===== src/rtl/dma2d_pkg.sv =====
// Shared codes and types for the 2D address generator.
// Assumes word beats of 4 bytes; codes below are the only legal 2D settings.
package dma2d_pkg;
    localparam logic [1:0] DIR_MEM2MEM = 2'b10;
    localparam logic [1:0] SIZE_WORD   = 2'b10;

    typedef struct packed {
        logic [1:0] dir;
        logic [1:0] src_size;
        logic [1:0] dst_size;
        logic       src_incr;
        logic       dst_incr;
        logic       flow_by_periph;
        logic       periph_ofs_incr;
        logic       circular;
        logic       double_buf;
        logic       chained;
    } xfer_mode_t;

    typedef enum logic {GEN_IDLE = 1'b0, GEN_RUN = 1'b1} gen_state_t;
endpackage


===== src/rtl/dma2d_cfg_check.sv =====
// Combinational legality check of a 2D setup.
// Assumes strides are byte strides; word alignment means low log2(BEAT_BYTES) bits clear.
module dma2d_cfg_check
    import dma2d_pkg::*;
#(
    parameter int ADDR_W     = 32,
    parameter int BEAT_BYTES = 4
) (
    input  xfer_mode_t        mode,
    input  logic [ADDR_W-1:0] src_stride,
    input  logic [ADDR_W-1:0] dst_stride,
    output logic              legal
);
    localparam int ALIGN_BITS = $clog2(BEAT_BYTES);

    logic mode_ok;
    logic align_ok;

    // Mode fields must match the single allowed 2D combination.
    always_comb begin
        mode_ok = (mode.dir == DIR_MEM2MEM) && (mode.src_size == SIZE_WORD)
               && (mode.dst_size == SIZE_WORD) && mode.src_incr && mode.dst_incr
               && !mode.flow_by_periph && !mode.periph_ofs_incr
               && !mode.circular && !mode.double_buf && !mode.chained;
    end

    // Both strides must be whole words.
    always_comb begin
        align_ok = (src_stride[ALIGN_BITS-1:0] == '0) && (dst_stride[ALIGN_BITS-1:0] == '0);
    end

    // Final verdict.
    always_comb legal = mode_ok && align_ok;
endmodule


===== src/rtl/dma2d_beat_cnt.sv =====
// Column/row position tracker shared by both address sides.
// Assumes load only with nonzero limits; step only while a run is active.
module dma2d_beat_cnt #(
    parameter int CNT_W = 16
) (
    input  logic             clk,
    input  logic             rst_n,
    input  logic             load,
    input  logic             step,
    input  logic [CNT_W-1:0] col_lim,
    input  logic [CNT_W-1:0] row_lim,
    output logic             row_end,
    output logic             last_beat
);
    logic [CNT_W-1:0] col_q, row_q, col_lim_q, row_lim_q;

    // Position and limits: cleared on load, advanced on each accepted beat.
    always_ff @(posedge clk) begin
        if (!rst_n) begin
            col_q     <= '0;
            row_q     <= '0;
            col_lim_q <= '0;
            row_lim_q <= '0;
        end else if (load) begin
            col_q     <= '0;
            row_q     <= '0;
            col_lim_q <= col_lim;
            row_lim_q <= row_lim;
        end else if (step) begin
            if (row_end) begin
                col_q <= '0;
                row_q <= row_q + 1'b1;
            end else begin
                col_q <= col_q + 1'b1;
            end
        end
    end

    // Row and run boundary flags for the current beat.
    always_comb begin
        row_end   = (col_q == col_lim_q - 1'b1);
        last_beat = row_end && (row_q == row_lim_q - 1'b1);
    end
endmodule


===== src/rtl/dma2d_addr_side.sv =====
// One address walker (source or destination side).
// Assumes stride is a two's-complement byte value; sums wrap modulo 2^ADDR_W.
module dma2d_addr_side #(
    parameter int ADDR_W     = 32,
    parameter int BEAT_BYTES = 4
) (
    input  logic              clk,
    input  logic              rst_n,
    input  logic              load,
    input  logic              step,
    input  logic              row_end,
    input  logic [ADDR_W-1:0] base,
    input  logic [ADDR_W-1:0] stride,
    output logic [ADDR_W-1:0] addr
);
    localparam logic [ADDR_W-1:0] WORD_STEP = ADDR_W'(BEAT_BYTES);

    logic [ADDR_W-1:0] addr_q, stride_q, next_addr;

    // Next address: one word on, plus the stride at a row boundary.
    always_comb next_addr = addr_q + WORD_STEP + (row_end ? stride_q : '0);

    // Address register with the stride captured at launch.
    always_ff @(posedge clk) begin
        if (!rst_n) begin
            addr_q   <= '0;
            stride_q <= '0;
        end else if (load) begin
            addr_q   <= base;
            stride_q <= stride;
        end else if (step) begin
            addr_q   <= next_addr;
        end
    end

    assign addr = addr_q;
endmodule


===== src/rtl/dma2d_addr_gen.sv =====
// Top of the 2D DMA address generator: start control, legality gate,
// shared beat counter and two address walkers. Assumes start is a pulse.
module dma2d_addr_gen
    import dma2d_pkg::*;
#(
    parameter int ADDR_W     = 32,
    parameter int CNT_W      = 16,
    parameter int BEAT_BYTES = 4
) (
    input  logic              clk,
    input  logic              rst_n,
    input  logic              start,
    input  logic [1:0]        xfer_dir,
    input  logic [1:0]        src_size,
    input  logic [1:0]        dst_size,
    input  logic              src_incr,
    input  logic              dst_incr,
    input  logic              flow_by_periph,
    input  logic              periph_ofs_incr,
    input  logic              circular,
    input  logic              double_buf,
    input  logic              chained,
    input  logic [ADDR_W-1:0] src_start,
    input  logic [ADDR_W-1:0] dst_start,
    input  logic [ADDR_W-1:0] src_stride,
    input  logic [ADDR_W-1:0] dst_stride,
    input  logic [CNT_W-1:0]  row_beats,
    input  logic [CNT_W-1:0]  row_count,
    input  logic              beat_ready,
    output logic              beat_valid,
    output logic [ADDR_W-1:0] src_addr,
    output logic [ADDR_W-1:0] dst_addr,
    output logic              busy,
    output logic              done,
    output logic              cfg_err
);
    localparam int SIDES = 2;

    gen_state_t        state_q;
    xfer_mode_t        mode;
    logic              legal, zero_len, take_start, load, fire, row_end, last_beat;
    logic              done_q, cfg_err_q;
    logic [ADDR_W-1:0] side_base   [SIDES];
    logic [ADDR_W-1:0] side_stride [SIDES];
    logic [ADDR_W-1:0] side_addr   [SIDES];

    // Gather the mode pins into one record for the checker.
    always_comb begin
        mode.dir             = xfer_dir;
        mode.src_size        = src_size;
        mode.dst_size        = dst_size;
        mode.src_incr        = src_incr;
        mode.dst_incr        = dst_incr;
        mode.flow_by_periph  = flow_by_periph;
        mode.periph_ofs_incr = periph_ofs_incr;
        mode.circular        = circular;
        mode.double_buf      = double_buf;
        mode.chained         = chained;
    end

    dma2d_cfg_check #(.ADDR_W(ADDR_W), .BEAT_BYTES(BEAT_BYTES)) u_cfg (
        .mode       (mode),
        .src_stride (src_stride),
        .dst_stride (dst_stride),
        .legal      (legal)
    );

    // Launch decode and handshake.
    always_comb begin
        take_start = start && (state_q == GEN_IDLE);
        zero_len   = (row_beats == '0) || (row_count == '0);
        load       = take_start && legal && !zero_len;
        fire       = (state_q == GEN_RUN) && beat_ready;
    end

    // Run state with one-cycle done and error pulses.
    always_ff @(posedge clk) begin
        if (!rst_n) begin
            state_q   <= GEN_IDLE;
            done_q    <= 1'b0;
            cfg_err_q <= 1'b0;
        end else begin
            done_q    <= 1'b0;
            cfg_err_q <= 1'b0;
            case (state_q)
                GEN_IDLE: begin
                    if (take_start) begin
                        if (!legal)        cfg_err_q <= 1'b1;
                        else if (zero_len) done_q    <= 1'b1;
                        else               state_q   <= GEN_RUN;
                    end
                end
                GEN_RUN: begin
                    if (fire && last_beat) begin
                        state_q <= GEN_IDLE;
                        done_q  <= 1'b1;
                    end
                end
                default: state_q <= GEN_IDLE;
            endcase
        end
    end

    dma2d_beat_cnt #(.CNT_W(CNT_W)) u_cnt (
        .clk       (clk),
        .rst_n     (rst_n),
        .load      (load),
        .step      (fire),
        .col_lim   (row_beats),
        .row_lim   (row_count),
        .row_end   (row_end),
        .last_beat (last_beat)
    );

    // Side inputs: index 0 is source, 1 is destination.
    always_comb begin
        side_base[0]   = src_start;
        side_base[1]   = dst_start;
        side_stride[0] = src_stride;
        side_stride[1] = dst_stride;
    end

    for (genvar s = 0; s < SIDES; s++) begin : g_side
        dma2d_addr_side #(.ADDR_W(ADDR_W), .BEAT_BYTES(BEAT_BYTES)) u_side (
            .clk     (clk),
            .rst_n   (rst_n),
            .load    (load),
            .step    (fire),
            .row_end (row_end),
            .base    (side_base[s]),
            .stride  (side_stride[s]),
            .addr    (side_addr[s])
        );
    end

    assign src_addr   = side_addr[0];
    assign dst_addr   = side_addr[1];
    assign beat_valid = (state_q == GEN_RUN);
    assign busy       = (state_q == GEN_RUN);
    assign done       = done_q;
    assign cfg_err    = cfg_err_q;
endmodule


===== config.mk =====
export PLATFORM = sky130hd
export DESIGN_NAME = dma2d_addr_gen
export DESIGN_NICKNAME = d
export VERILOG_FILES = /design/src/rtl/dma2d_pkg.sv /design/src/rtl/dma2d_cfg_check.sv /design/src/rtl/dma2d_beat_cnt.sv /design/src/rtl/dma2d_addr_side.sv /design/src/rtl/dma2d_addr_gen.sv
export SDC_FILE = /design/constraint.sdc
export NUM_CORES = 1
export LEC_CHECK = 0
export CAP_MARGIN = 20
export CORE_ASPECT_RATIO = 0.6
export CORE_MARGIN = 2
export CORE_UTILIZATION = 60
export DETAILED_ROUTE_END_ITERATION = 10
export DONT_BUFFER_PORTS = 1
export PLACE_DENSITY = 0.76
export SYNTH_ARGS = -nofsm -noshare
export SYNTH_HDL_FRONTEND = slang
export SYNTH_SLANG_ARGS = --single-unit

===== constraint.sdc =====
create_clock -name clk -period 6.25 [get_ports clk]
set_clock_uncertainty 0.05 [all_clocks]
set_input_delay 0.9375 -clock clk [delete_from_list [all_inputs] [get_ports clk]]
set_output_delay 0.9375 -clock clk [all_outputs]
set_load 0.05 [all_outputs]

==> key figures, run 1 <==
Run status
  • Status: finished clean

CTS
  • TritonCTS Sinks: approximately 200
  • # H-tree levels: 4
  • CTS root buf: clkbuf_16
  • TritonCTS buffer count: 17
  • CTS tree: built
  • Clock-pin slew on the worst setup and hold paths: 0.08 ns
  • Clock tree buffer depth: 2
  • Worst skew pair latency: between 0.4 and 0.5 ns

Yosys
  • Number of flops mapped to enable cells by yosys: 0
  • Commonest register cell after synthesis: dfxtp_1
  • Ys async rst share: 0%
  • Mean post-synth cell area: 7.95 sq um
  • Area leader, netlist: dfxtp_1
  • Post-Synthesis Cells: around 1600
  • Post-synthesis cell area: roughly 13000 sq um
  • Count of cell types in the netlist: 70
  • Register area share after synthesis: between 30% and 40%
  • Synth warn: 0
  • Synth Register Bits: between 150 and 200
  • Synth Net Count: just under 2000
  • Synth top area share: 30.1%
  • Synth top area cells: dfxtp_1 (30%), ha_1 (12%), nand2_1 (9.0%)

Place
  • PortBufs: 0
  • Post-Place Cell Area: ~13000 sq um
  • Post-Place Cells: between 1500 and 2000
  • Pre-CTS setup slack: 0.504 ns
  • Placed wire-length estimate: between 20000 and 30000 microns
  • Placer Congestion: roughly 0.90

Critical path
  • Data arrival, critical path: 6.15 ns
  • Setup crit end kind: flip-flop
  • Worst Path Required: ~6.6 ns
  • Setup Crit Path Kind: flip-flop to flip-flop
  • Setup crit start kind: flip-flop
  • Crit path max fanout: 33

Cells and area
  • Share of layout cells above drive strength 1: under 10%
  • Final instance area: about 14000 sq um
  • Commonest non-fill, non-tap cell in the layout: nand2_1
  • Final nets: roughly 1900
  • Highest-count cells in the layout ignoring fill and taps: nand2_1 (311), dfxtp_1 (195), ha_1 (126)
  • Non-filler cells, final: between 1500 and 2000
  • # fillers: approximately 1900
  • Layout overhead on the synthesized area: 5.74%

STA
  • Actual slew at the worst max-slew pin: approximately 1.0 ns
  • Final-report hold violation count: 0
  • RSZ-0062 raised after global routing: no
  • Final min period: 5.83 ns
  • Final worst path period share: 93.2%
  • # setup viols final: 0
  • Pins over their slew limit: 0
  • Setup TNS: 0 ns
  • Slew Limit Headroom: between 30% and 40%
  • Fmax achieved: ~0.17 GHz
  • Final WS setup: about 0.42 ns

Route
  • Post-Route WL: 34600 microns
  • Vias: around 11000
  • DRC errors left: 0
  • DRT iter0 DRCs: between 800 and 900
  • Via density: around 6
  • Drt wl/cell: 18.5 microns
  • ANT nets after route: 0
  • Pre-antenna DRT Iters: 5

Global route
  • Initial antenna violation count: 3
  • First-pass GRT wire length: 55600 microns
  • Vias in the first global route: between 10000 and 15000
  • Largest net degree at the start of global routing: ~170
  • Gr usage total: around 30%
  • GR Overflow Total: 0

Floorplanning
  • I/O pin total: between 200 and 250
  • Core Footprint: ~21000 sq um
  • Effective utilization at floorplan: about three fifths
  • Die area: 22900 sq um
  • Die W: 194 microns
  • Core Rows: slightly above 40
  • DIE HEIGHT: between 100 and 150 microns

Pwr
  • Lkg Pwr: just under 6 nW
  • Power per cell area: 172 nW/um^2
  • Maximum vdd drop: roughly 0.19 mV

Hold path
  • Worst min path class: flip-flop to flip-flop

Run
  • MaxCap Viol Count: 0
-- flip-flops by register name, indices dropped and copies added, names as in the netlist --
| signal | flops |
|---|---|
| u_cnt.col_lim_q | 16 |
| done | 1 |
| u_cnt.row_lim_q | 16 |
| g_side.u_side.addr | 64 |
| cfg_err | 1 |
| u_cnt.row_q | 16 |
| beat_valid | 1 |
| g_side.u_side.stride_q | 64 |
| u_cnt.col_q | 16 |
-- cell type report --
cell class	instances	area [sq um]	area share (%)
Antenna cell	3	7.51	0.0547
Clock buffer	17	425	3.10
Clock inverter	15	150	1.09
Inverter	29	109	0.794
Multi-Input combinational cell	1321	8650	63.1
Sequential cell	195	3900	28.5
Tap cell	279	349	2.54
Timing Repair Buffer	13	119	0.867
-- per-layer routing --
layer  track usage, %  up-vias  part of all wire, %
met4             8.19        0                  1.8
li1                 -     5667                    -
met5                0        -                    0
met2             40.7      452                   39
met3             7.82       47                  9.2
met1             45.7     5253                   50
-- timing repair --
| action | in CTS | in global routing |
|---|---|---|
| endpoints found under the setup margin | 0 | 1 |
| hold buffers | 0 | 0 |
| hold endpoints to repair | 0 | 0 |
| setup buffers | 0 | 1 |
| resized for setup | 0 | 2 |
-- synthesized netlist by cell type, drive strengths merged, types with 7 or more instances --
| library cell | instances |
|---|---|
| nand2 | 312 |
| dfxtp | 195 |
| ha | 126 |
| a21oi | 110 |
| a21boi | 91 |
| nor2 | 85 |
| clkbuf | 77 |
| o21ai | 69 |
| and2 | 66 |
| xnor2 | 56 |
| xor2 | 54 |
| nand3 | 35 |
| a21o | 34 |
| inv | 29 |
| o211ai | 25 |
| nand4 | 24 |
| o211a | 23 |
| nor3 | 19 |
| and3 | 17 |
| nor2b | 17 |
| a211oi | 16 |
| nor4 | 16 |
| or3 | 12 |
| a31oi | 11 |
| nand2b | 10 |
| buf | 9 |
| mux2i | 8 |
| o21a | 7 |
-- stage by stage --
step / power [mW] / hold slack (ns) / util [%]
5_1_grt: 2.43 / 0.419 / 64.9
3_3_place_gp: 1.29 / 0.388 / 62.0
6_report: 2.36 / 0.398 / 64.9
2_1_floorplan: 1.30 / 0.377 / -
3_5_place_dp: 1.29 / 0.392 / 62.0
4_1_cts: 2.37 / 0.401 / 64.7
-- power breakdown --
part	total, mW	internal, mW	switching, mW	leakage (nW)
logic	0.0203	0.0113	0.00901	4.09
registers	1.24	1.24	0.00145	1.57
clock network	1.10	0.561	0.538	0.268
-- final timing paths --
path                                        startpoint                                   endpoint  slack, ns  depth (start not counted)
max reg2reg            u_cnt.col_lim_q[0]$_SDFFE_PN0P_     g_side[0].u_side.addr[31]$_SDFFE_PN0P_       0.42                         22
min reg2reg  g_side[1].u_side.stride_q[6]$_SDFFE_PN0P_  g_side[1].u_side.stride_q[6]$_SDFFE_PN0P_       0.40                          2
max                    u_cnt.col_lim_q[0]$_SDFFE_PN0P_     g_side[0].u_side.addr[31]$_SDFFE_PN0P_       0.42                         22
min          g_side[1].u_side.stride_q[6]$_SDFFE_PN0P_  g_side[1].u_side.stride_q[6]$_SDFFE_PN0P_       0.40                          2
-- worst max-delay path: stages, from the launching register on --
cell and delay [ns]:
dfxtp_1 0.36, inv_1 0.08, ha_1 0.23, or4b_4 0.53, nor3_1 0.23, o211ai_1 0.15, a211oi_2 0.25, nand4_2 0.22
nor3_4 0.26, clkbuf_16 0.24, and2_1 0.15, ha_1 0.22, ha_1 0.39, a21oi_1 0.24, o21ai_0 0.13, a221oi_1 0.29
o21ai_0 0.16, a221o_1 0.34, a31oi_1 0.24, o21ai_0 0.23, a21o_1 0.24, a2111o_1 0.41, o211ai_1 0.10
-- kinds of logic after synthesis --
family          after synthesis  share of synthesized area [%]
xor+xnor                    110                           7.43
buf+inv                     115                           3.49
simple gates                640                           23.4
mux                           9                          0.704
compound gates              434                           22.4
flops                       195                           30.1
fa+ha+maj                   128                           12.5
No activity file was read; power rests on OpenSTA's default activity.
==> run 2, diff against run 1 <==
--- a/config.mk
+++ b/config.mk
@@ -11,7 +11,7 @@
 export CORE_UTILIZATION = 60
 export DETAILED_ROUTE_END_ITERATION = 10
 export DONT_BUFFER_PORTS = 1
-export PLACE_DENSITY = 0.76
+export PLACE_DENSITY = 0.82
 export SYNTH_ARGS = -nofsm -noshare
 export SYNTH_HDL_FRONTEND = slang
 export SYNTH_SLANG_ARGS = --single-unit
==> key figures, run 2 (synthesis gave the netlist of run 1 again) <==
Run status
  • Status: finished clean

Global route
  • Vias in the first global route: around 11000
  • Largest net degree at the start of global routing: between 150 and 200
  • First-pass GRT wire length: 55800 microns
  • Gr usage total: around 30%
  • Initial antenna violation count: 1
  • GR Overflow Total: 0

Hold path
  • Hold depth: 2
  • Min-delay src: g_side[1].u_side.stride_q[6]$_SDFFE_PN0P_
  • WHS Endpoint: g_side[1].u_side.stride_q[6]$_SDFFE_PN0P_
  • Worst min path class: flip-flop to flip-flop

Route
  • Via density: 6.25
  • DRC errors left: 0
  • Post-Route WL: between 30000 and 40000 microns
  • Drt wl/cell: ~19 microns
  • Pre-antenna DRT Iters: 5
  • DRT iter0 DRCs: between 1000 and 1500
  • ANT nets after route: 0
  • Vias: between 10000 and 15000

CTS
  • Cts hold-fix bufs: 0
  • Worst skew pair latency: between 0.4 and 0.5 ns
  • CTS root buf: clkbuf_16
  • TritonCTS buffer count: 17
  • Clock-pin slew on the worst setup and hold paths: around 0.080 ns
  • Number of setup buffers added after CTS: 0
  • CTS tree: built
  • # H-tree levels: 4
  • Clock tree buffer depth: 2
  • TritonCTS Sinks: 195
  • CTS-repair resized insts: 0

STA
  • Pins over their slew limit: 0
  • Final-report hold violation count: 0
  • Final min period: around 5.8 ns
  • Actual slew at the worst max-slew pin: a little under 1 ns
  • Final worst path period share: slightly above 90%
  • Slew Limit Headroom: approximately a third
  • # setup viols final: 0
  • RSZ-0062 raised after global routing: no
  • Setup TNS: 0 ns
  • Fmax achieved: ~0.17 GHz

Critical path
  • Setup Crit Path Kind: flip-flop to flip-flop
  • CP cell instances: inv_1 -> ha_1 -> or4b_4 -> nor3_1 -> o211ai_1 -> a211oi_2 -> nand4_2 -> nor3_2 -> buf_12 -> and2_1 -> ha_1 -> ha_1 -> a21oi_1 -> o21ai_0 -> a221oi_1 -> o21ai_0 -> a221o_1 -> a31oi_1 -> o21ai_0 -> a21o_1 -> a2111o_1 -> o211ai_1
  • Setup crit end kind: flip-flop
  • Reg2Reg Launch Point: u_cnt.col_lim_q[0]$_SDFFE_PN0P_
  • Crit path max fanout: 65
  • Data arrival, critical path: 6.14 ns
  • R2r setup slk: approximately 0.44 ns
  • Slowest CP cell: or4b_4
  • Worst Path Required: 6.57 ns
  • Setup crit start kind: flip-flop
  • Largest stage delay, worst path: roughly 0.53 ns
  • Reg2Reg Depth: 22
  • Worst r2r dst: g_side[0].u_side.addr[31]$_SDFFE_PN0P_

Pwr
  • Switching portion of total power: between 20% and 30%
  • Pint: 1.87 mW
  • Combinational group share of total power: less than 1%
  • Switch Pwr: roughly 0.52 mW
  • Power per cell area: roughly 170 nW/um^2
  • Total power: about 2.4 mW
  • Lkg Pwr: 5.91 nW
  • Maximum vdd drop: between 0.15 and 0.2 mV
  • Clock power share: between 40 and 50%
  • Flop pwr share: 52.2%

Run
  • MaxCap Viol Count: 0

Cells and area
  • Commonest non-fill, non-tap cell in the layout: nand2_1
  • Multi-input combinational cell area: around 8600 sq um
  • Final nets: ~1900
  • Non-filler cells, final: 1865
  • Ant diodes: 0
  • FF/Latch Area: 3900 sq um
  • # fillers: about 1800
  • Share of layout cells above drive strength 1: between 3 and 4%
  • Layout overhead on the synthesized area: 5.59%
  • Highest-count cells in the layout ignoring fill and taps: nand2_1 (311), dfxtp_1 (195), ha_1 (126)

Floorplanning
  • I/O pin total: between 200 and 250
  • Core Rows: 41
  • DIE HEIGHT: ~120 microns
  • Effective utilization at floorplan: 61.4%
  • Core Footprint: 21100 sq um
  • Die W: between 150 and 200 microns
  • Die area: 22900 sq um

Place
  • Post-Place Cells: roughly 1800
  • Placer Congestion: 0.908
  • PortBufs: 0
  • Placed wire-length estimate: 25300 microns
==> run 2: cell types whose count changed in the layout (fill, tap and decap cells not counted), sizes merged <==
cell / previous run / this run
inv: 34 / 33
clkbuf: 18 / 20
buf: 12 / 10
clkinvlp: 5 / 1
bufinv: 1 / 2
diode: 3 / 0
==> run 2: worst max-delay path by stage <==
stage / cells past startpoint / endpoint / startpoint / slack [ns]
2_1_floorplan: 22 / g_side[0].u_side.addr[31]$_SDFFE_PN0P_ / u_cnt.col_lim_q[0]$_SDFFE_PN0P_ / 1.01
3_3_place_gp: 22 / g_side[0].u_side.addr[31]$_SDFFE_PN0P_ / u_cnt.col_lim_q[0]$_SDFFE_PN0P_ / 0.75
3_5_place_dp: 22 / g_side[0].u_side.addr[31]$_SDFFE_PN0P_ / u_cnt.col_lim_q[0]$_SDFFE_PN0P_ / 0.52
4_1_cts: 22 / g_side[0].u_side.addr[31]$_SDFFE_PN0P_ / u_cnt.col_lim_q[0]$_SDFFE_PN0P_ / 0.48
5_1_grt: 22 / g_side[0].u_side.addr[31]$_SDFFE_PN0P_ / u_cnt.col_lim_q[0]$_SDFFE_PN0P_ / 0.01
6_report: 22 / g_side[0].u_side.addr[31]$_SDFFE_PN0P_ / u_cnt.col_lim_q[0]$_SDFFE_PN0P_ / 0.44
==> run 2: area by class of cell <==
| cell class | instances | area share [%] |
|---|---|---|
| repair buffers | 10 | 0.786 |
| multi-input cells | 1321 | 63.1 |
| clock buffers | 20 | 3.33 |
| well taps | 279 | 2.55 |
| clock inverters | 11 | 0.913 |
| flip-flops and latches | 195 | 28.5 |
| inverters | 29 | 0.795 |
==> run 2: critical path: cells and delay by family (launching register included) <==
| kind | cells | cell delay, ns |
|---|---|---|
| buf+inv | 2 | 0.35 |
| flops | 1 | 0.36 |
| fa+ha+maj | 3 | 0.86 |
| compound gates | 12 | 2.77 |
| simple gates | 5 | 1.35 |
==> run 2: metal layers <==
metal  share of wire [%]  global-route usage [%]  up-vias
met1                  48                    43.4     5487
met5               0.040                       0        -
met2                  41                    43.4      452
met4                 2.2                    8.43        2
li1                    -                       -     5646
met3                 9.3                    8.08       60
==> run 2: power by group through the flow <==
stage	clock [mW]	combinational, mW	sequential (mW)
final	1.12	0.0199	1.24
after global routing	1.19	0.0213	1.24
after CTS	1.13	0.0200	1.24
after detailed placement	0	0.0198	1.27
after global placement	0	0.0197	1.27
after floorplan	0	0.0272	1.27
==> run 2: metrics by stage <==
step                instance area, sq um  hold WS [ns]  utilization, %  setup WS [ns]
global placement                   13100         0.388            61.9          0.755
finish                             13700         0.400            64.8          0.437
floorplan                          13000         0.377               -           1.01
global route                       13700         0.426            64.8         0.0114
CTS                                13700         0.401            64.7          0.483
detailed placement                 13100         0.391            61.9          0.524
==> run 3, diff against run 2 <==
--- a/config.mk
+++ b/config.mk
@@ -14,4 +14,5 @@
 export PLACE_DENSITY = 0.82
 export SYNTH_ARGS = -nofsm -noshare
 export SYNTH_HDL_FRONTEND = slang
+export SYNTH_HIERARCHICAL = 1
 export SYNTH_SLANG_ARGS = --single-unit
==> key figures, run 3 <==
Run status
  • Status: finished clean

STA
  • Actual slew at the worst max-slew pin: ~1.1 ns
  • Pins over their slew limit: 0
  • Fmax achieved: 0.173 GHz
  • Worst hold slack: around 0.44 ns
  • Setup TNS: 0 ns
  • Final-report hold violation count: 0
  • Final worst path period share: between 90% and 100%
  • Slew Limit Headroom: ~28%
  • # setup viols final: 0
  • Final min period: roughly 5.8 ns
  • RSZ-0062 raised after global routing: no

Route
  • DRT iter0 DRCs: 1164
  • Vias: 12050
  • Drt wl/cell: between 20 and 25 microns
  • DRC errors left: 0
  • ANT nets after route: 0
  • Pre-antenna DRT Iters: 6
  • Post-Route WL: about 38000 microns
  • Via density: 6.35

Hold path
  • Min-delay src: g_side[0].u_side/stride_q[3]$_SDFFE_PN0P_
  • Worst min path class: flip-flop to flip-flop

Cells and area
  • Commonest non-fill, non-tap cell in the layout: dfxtp_1
  • Share of layout cells above drive strength 1: 5.73%
  • Final nets: about 1900
  • Multi-input combinational cell area: slightly above 9000 sq um
  • Highest-count cells in the layout ignoring fill and taps: dfxtp_1 (195), nor2_1 (158), a21oi_1 (145)
  • Layout overhead on the synthesized area: 5.40%
  • FF/Latch Area: between 3000 and 4000 sq um
  • # fillers: roughly 1900

Yosys
  • Synth Register Bits: ~200
  • Count of cell types in the netlist: 93
  • Post-Synthesis Cells: around 1600
  • Synth top area share: 28.6%
  • Mean post-synth cell area: 8.41 sq um
  • Number of flops mapped to enable cells by yosys: 0
  • Ys async rst share: 0%
  • Register area share after synthesis: 28.6%
  • Synth Net Count: 1926
  • Synth warn: 6
  • Area leader, netlist: dfxtp_1
  • Synth top area cells: dfxtp_1 (29%), ha_1 (12%), mux2i_1 (8.7%)
  • Post-synthesis cell area: ~14000 sq um
  • Commonest register cell after synthesis: dfxtp_1
  • Commonest cells in the netlist: dfxtp_1 (195), nor2_1 (159), a21oi_1 (145)
  • Most common cell in the netlist: dfxtp_1

CTS
  • Cts hold-fix bufs: 0
  • CTS tree: built
  • Number of setup buffers added after CTS: 0
  • CTS root buf: clkbuf_16
  • # H-tree levels: 4
  • Worst skew pair latency: approximately 0.45 ns
  • TritonCTS buffer count: 17
  • CTS-repair resized insts: 0
  • Clock-pin slew on the worst setup and hold paths: about 0.070 ns
  • Clock tree buffer depth: 2
  • TritonCTS Sinks: between 150 and 200

Global route
  • First-pass GRT wire length: 60500 microns
  • Initial antenna violation count: 0
  • GR Overflow Total: 0
  • Vias in the first global route: between 10000 and 15000
  • Largest net degree at the start of global routing: 72
  • Gr usage total: about a third

Floorplanning
  • Effective utilization at floorplan: between 60% and 70%
  • Core Footprint: about 22000 sq um
  • I/O pin total: about 250
  • Core Rows: between 40 and 50
  • DIE HEIGHT: ~120 microns
  • Die area: 24000 sq um
  • Die W: 199 microns

Critical path
  • Setup crit start kind: flip-flop
  • Setup Crit Path Kind: flip-flop to flip-flop
  • Worst Path Required: between 6 and 7 ns
  • Setup crit end kind: flip-flop
  • Reg2Reg Launch Point: u_cnt/col_lim_q[0]$_SDFFE_PN0P_
  • Worst setup path start: u_cnt/col_lim_q[0]$_SDFFE_PN0P_
  • Data arrival, critical path: around 6.0 ns
  • Crit path max fanout: 28

Pwr
  • Pint: about 1.8 mW
  • Power per cell area: about 160 nW/um^2
  • Flop pwr share: a little over half
  • Switch Pwr: 0.536 mW
  • Switching portion of total power: between 20% and 30%
  • Clock power share: between 40% and 50%
  • Maximum vdd drop: 0.202 mV
  • Combinational group share of total power: 1.2%
  • Lkg Pwr: slightly below 6 nW

Run
  • MaxCap Viol Count: 0

Place
  • PortBufs: 0
  • Placer Congestion: approximately 0.95
  • Placed wire-length estimate: between 20000 and 30000 microns
## run 3: cell types whose count changed after synthesis, moves of 28 or more
| cell | change |
|---|---|
| a21oi_1 | +35 |
| nor2b_1 | +28 |
| a21boi_0 | -89 |
| nand2_1 | -206 |
| nor2_1 | +74 |
| mux2i_1 | +111 |
## run 3: final cells by class
class,instances,area share [%]
inverter,31,0.809
multi-input combinational,1320,64.8
timing repair buffer,10,0.522
clock buffer,19,3.08
sequential,195,27.2
antenna,1,0.0174
clock inverter,13,0.888
tap,308,2.68
## run 3: layer usage
layer | share of wire (%) | wire [microns] | track usage, % | vias to the layer above
met5 | 0 | 0 | 0 | -
met4 | 1.9 | 733 | 8.58 | 0
met3 | 8.7 | 3330 | 8.79 | 62
met2 | 41 | 15500 | 45.2 | 481
met1 | 49 | 18700 | 47.3 | 5721
li1 | - | - | - | 5786
## run 3: power by group through the flow
stage          Sequential [mW]  Combinational (mW)  Clock (mW)
2_1_floorplan             1.27              0.0241           0
3_3_place_gp              1.27              0.0263           0
3_5_place_dp              1.27              0.0270           0
4_1_cts                   1.24              0.0271        1.11
5_1_grt                   1.24              0.0294        1.16
6_report                  1.24              0.0271        1.08
## run 3: cells by family after synthesis
kind of cell / after synthesis / share of synthesized area, %
compound gates: 386 / 18.3
xor+xnor: 102 / 6.55
fa+ha+maj: 128 / 11.9
buf+inv: 106 / 3.09
flops: 195 / 28.6
mux: 122 / 8.98
simple gates: 582 / 22.6
## run 3: critical path, stage by stage (launching register included)
cell and delay [ns]:
dfxtp_1 0.38, inv_1 0.09, ha_1 0.31, or4b_2 0.61, nor4_1 0.25, xnor2_1 0.15
nor4_4 0.27, nand4_2 0.23, inv_2 0.49, buf_4 0.32, nand2_1 0.08, ha_1 0.31
inv_1 0.05, ha_1 0.28, a21oi_1 0.26, o211ai_1 0.24, nand4_1 0.16, nand3_1 0.22
a311oi_1 0.55, xor2_1 0.21, o22ai_1 0.10
## run 3: final timing paths
kind	end	slack [ns]	depth (start not counted)
setup / recovery	g_side[1].u_side/addr[24]$_SDFFE_PN0P_	0.48	20
hold / removal	g_side[0].u_side/stride_q[3]$_SDFFE_PN0P_	0.44	2
setup reg to reg	g_side[1].u_side/addr[24]$_SDFFE_PN0P_	0.48	20
hold reg to reg	g_side[0].u_side/stride_q[3]$_SDFFE_PN0P_	0.44	2
## run 3: per-stage QoR
| stage | setup slack, ns | instance area [sq um] | instances | util [%] | total power [mW] |
|---|---|---|---|---|---|
| after floorplan | 1.45 | 13600 | 1621 | - | 1.30 |
| after CTS | 0.565 | 14400 | 1896 | 64.8 | 2.38 |
| after global routing | 0.0239 | 14400 | 1896 | 64.8 | 2.43 |
| final | 0.482 | 14400 | 1897 | 64.8 | 2.35 |
| after global placement | 0.716 | 13800 | 1864 | 62.2 | 1.30 |
| after detailed placement | 0.608 | 13800 | 1864 | 62.2 | 1.30 |
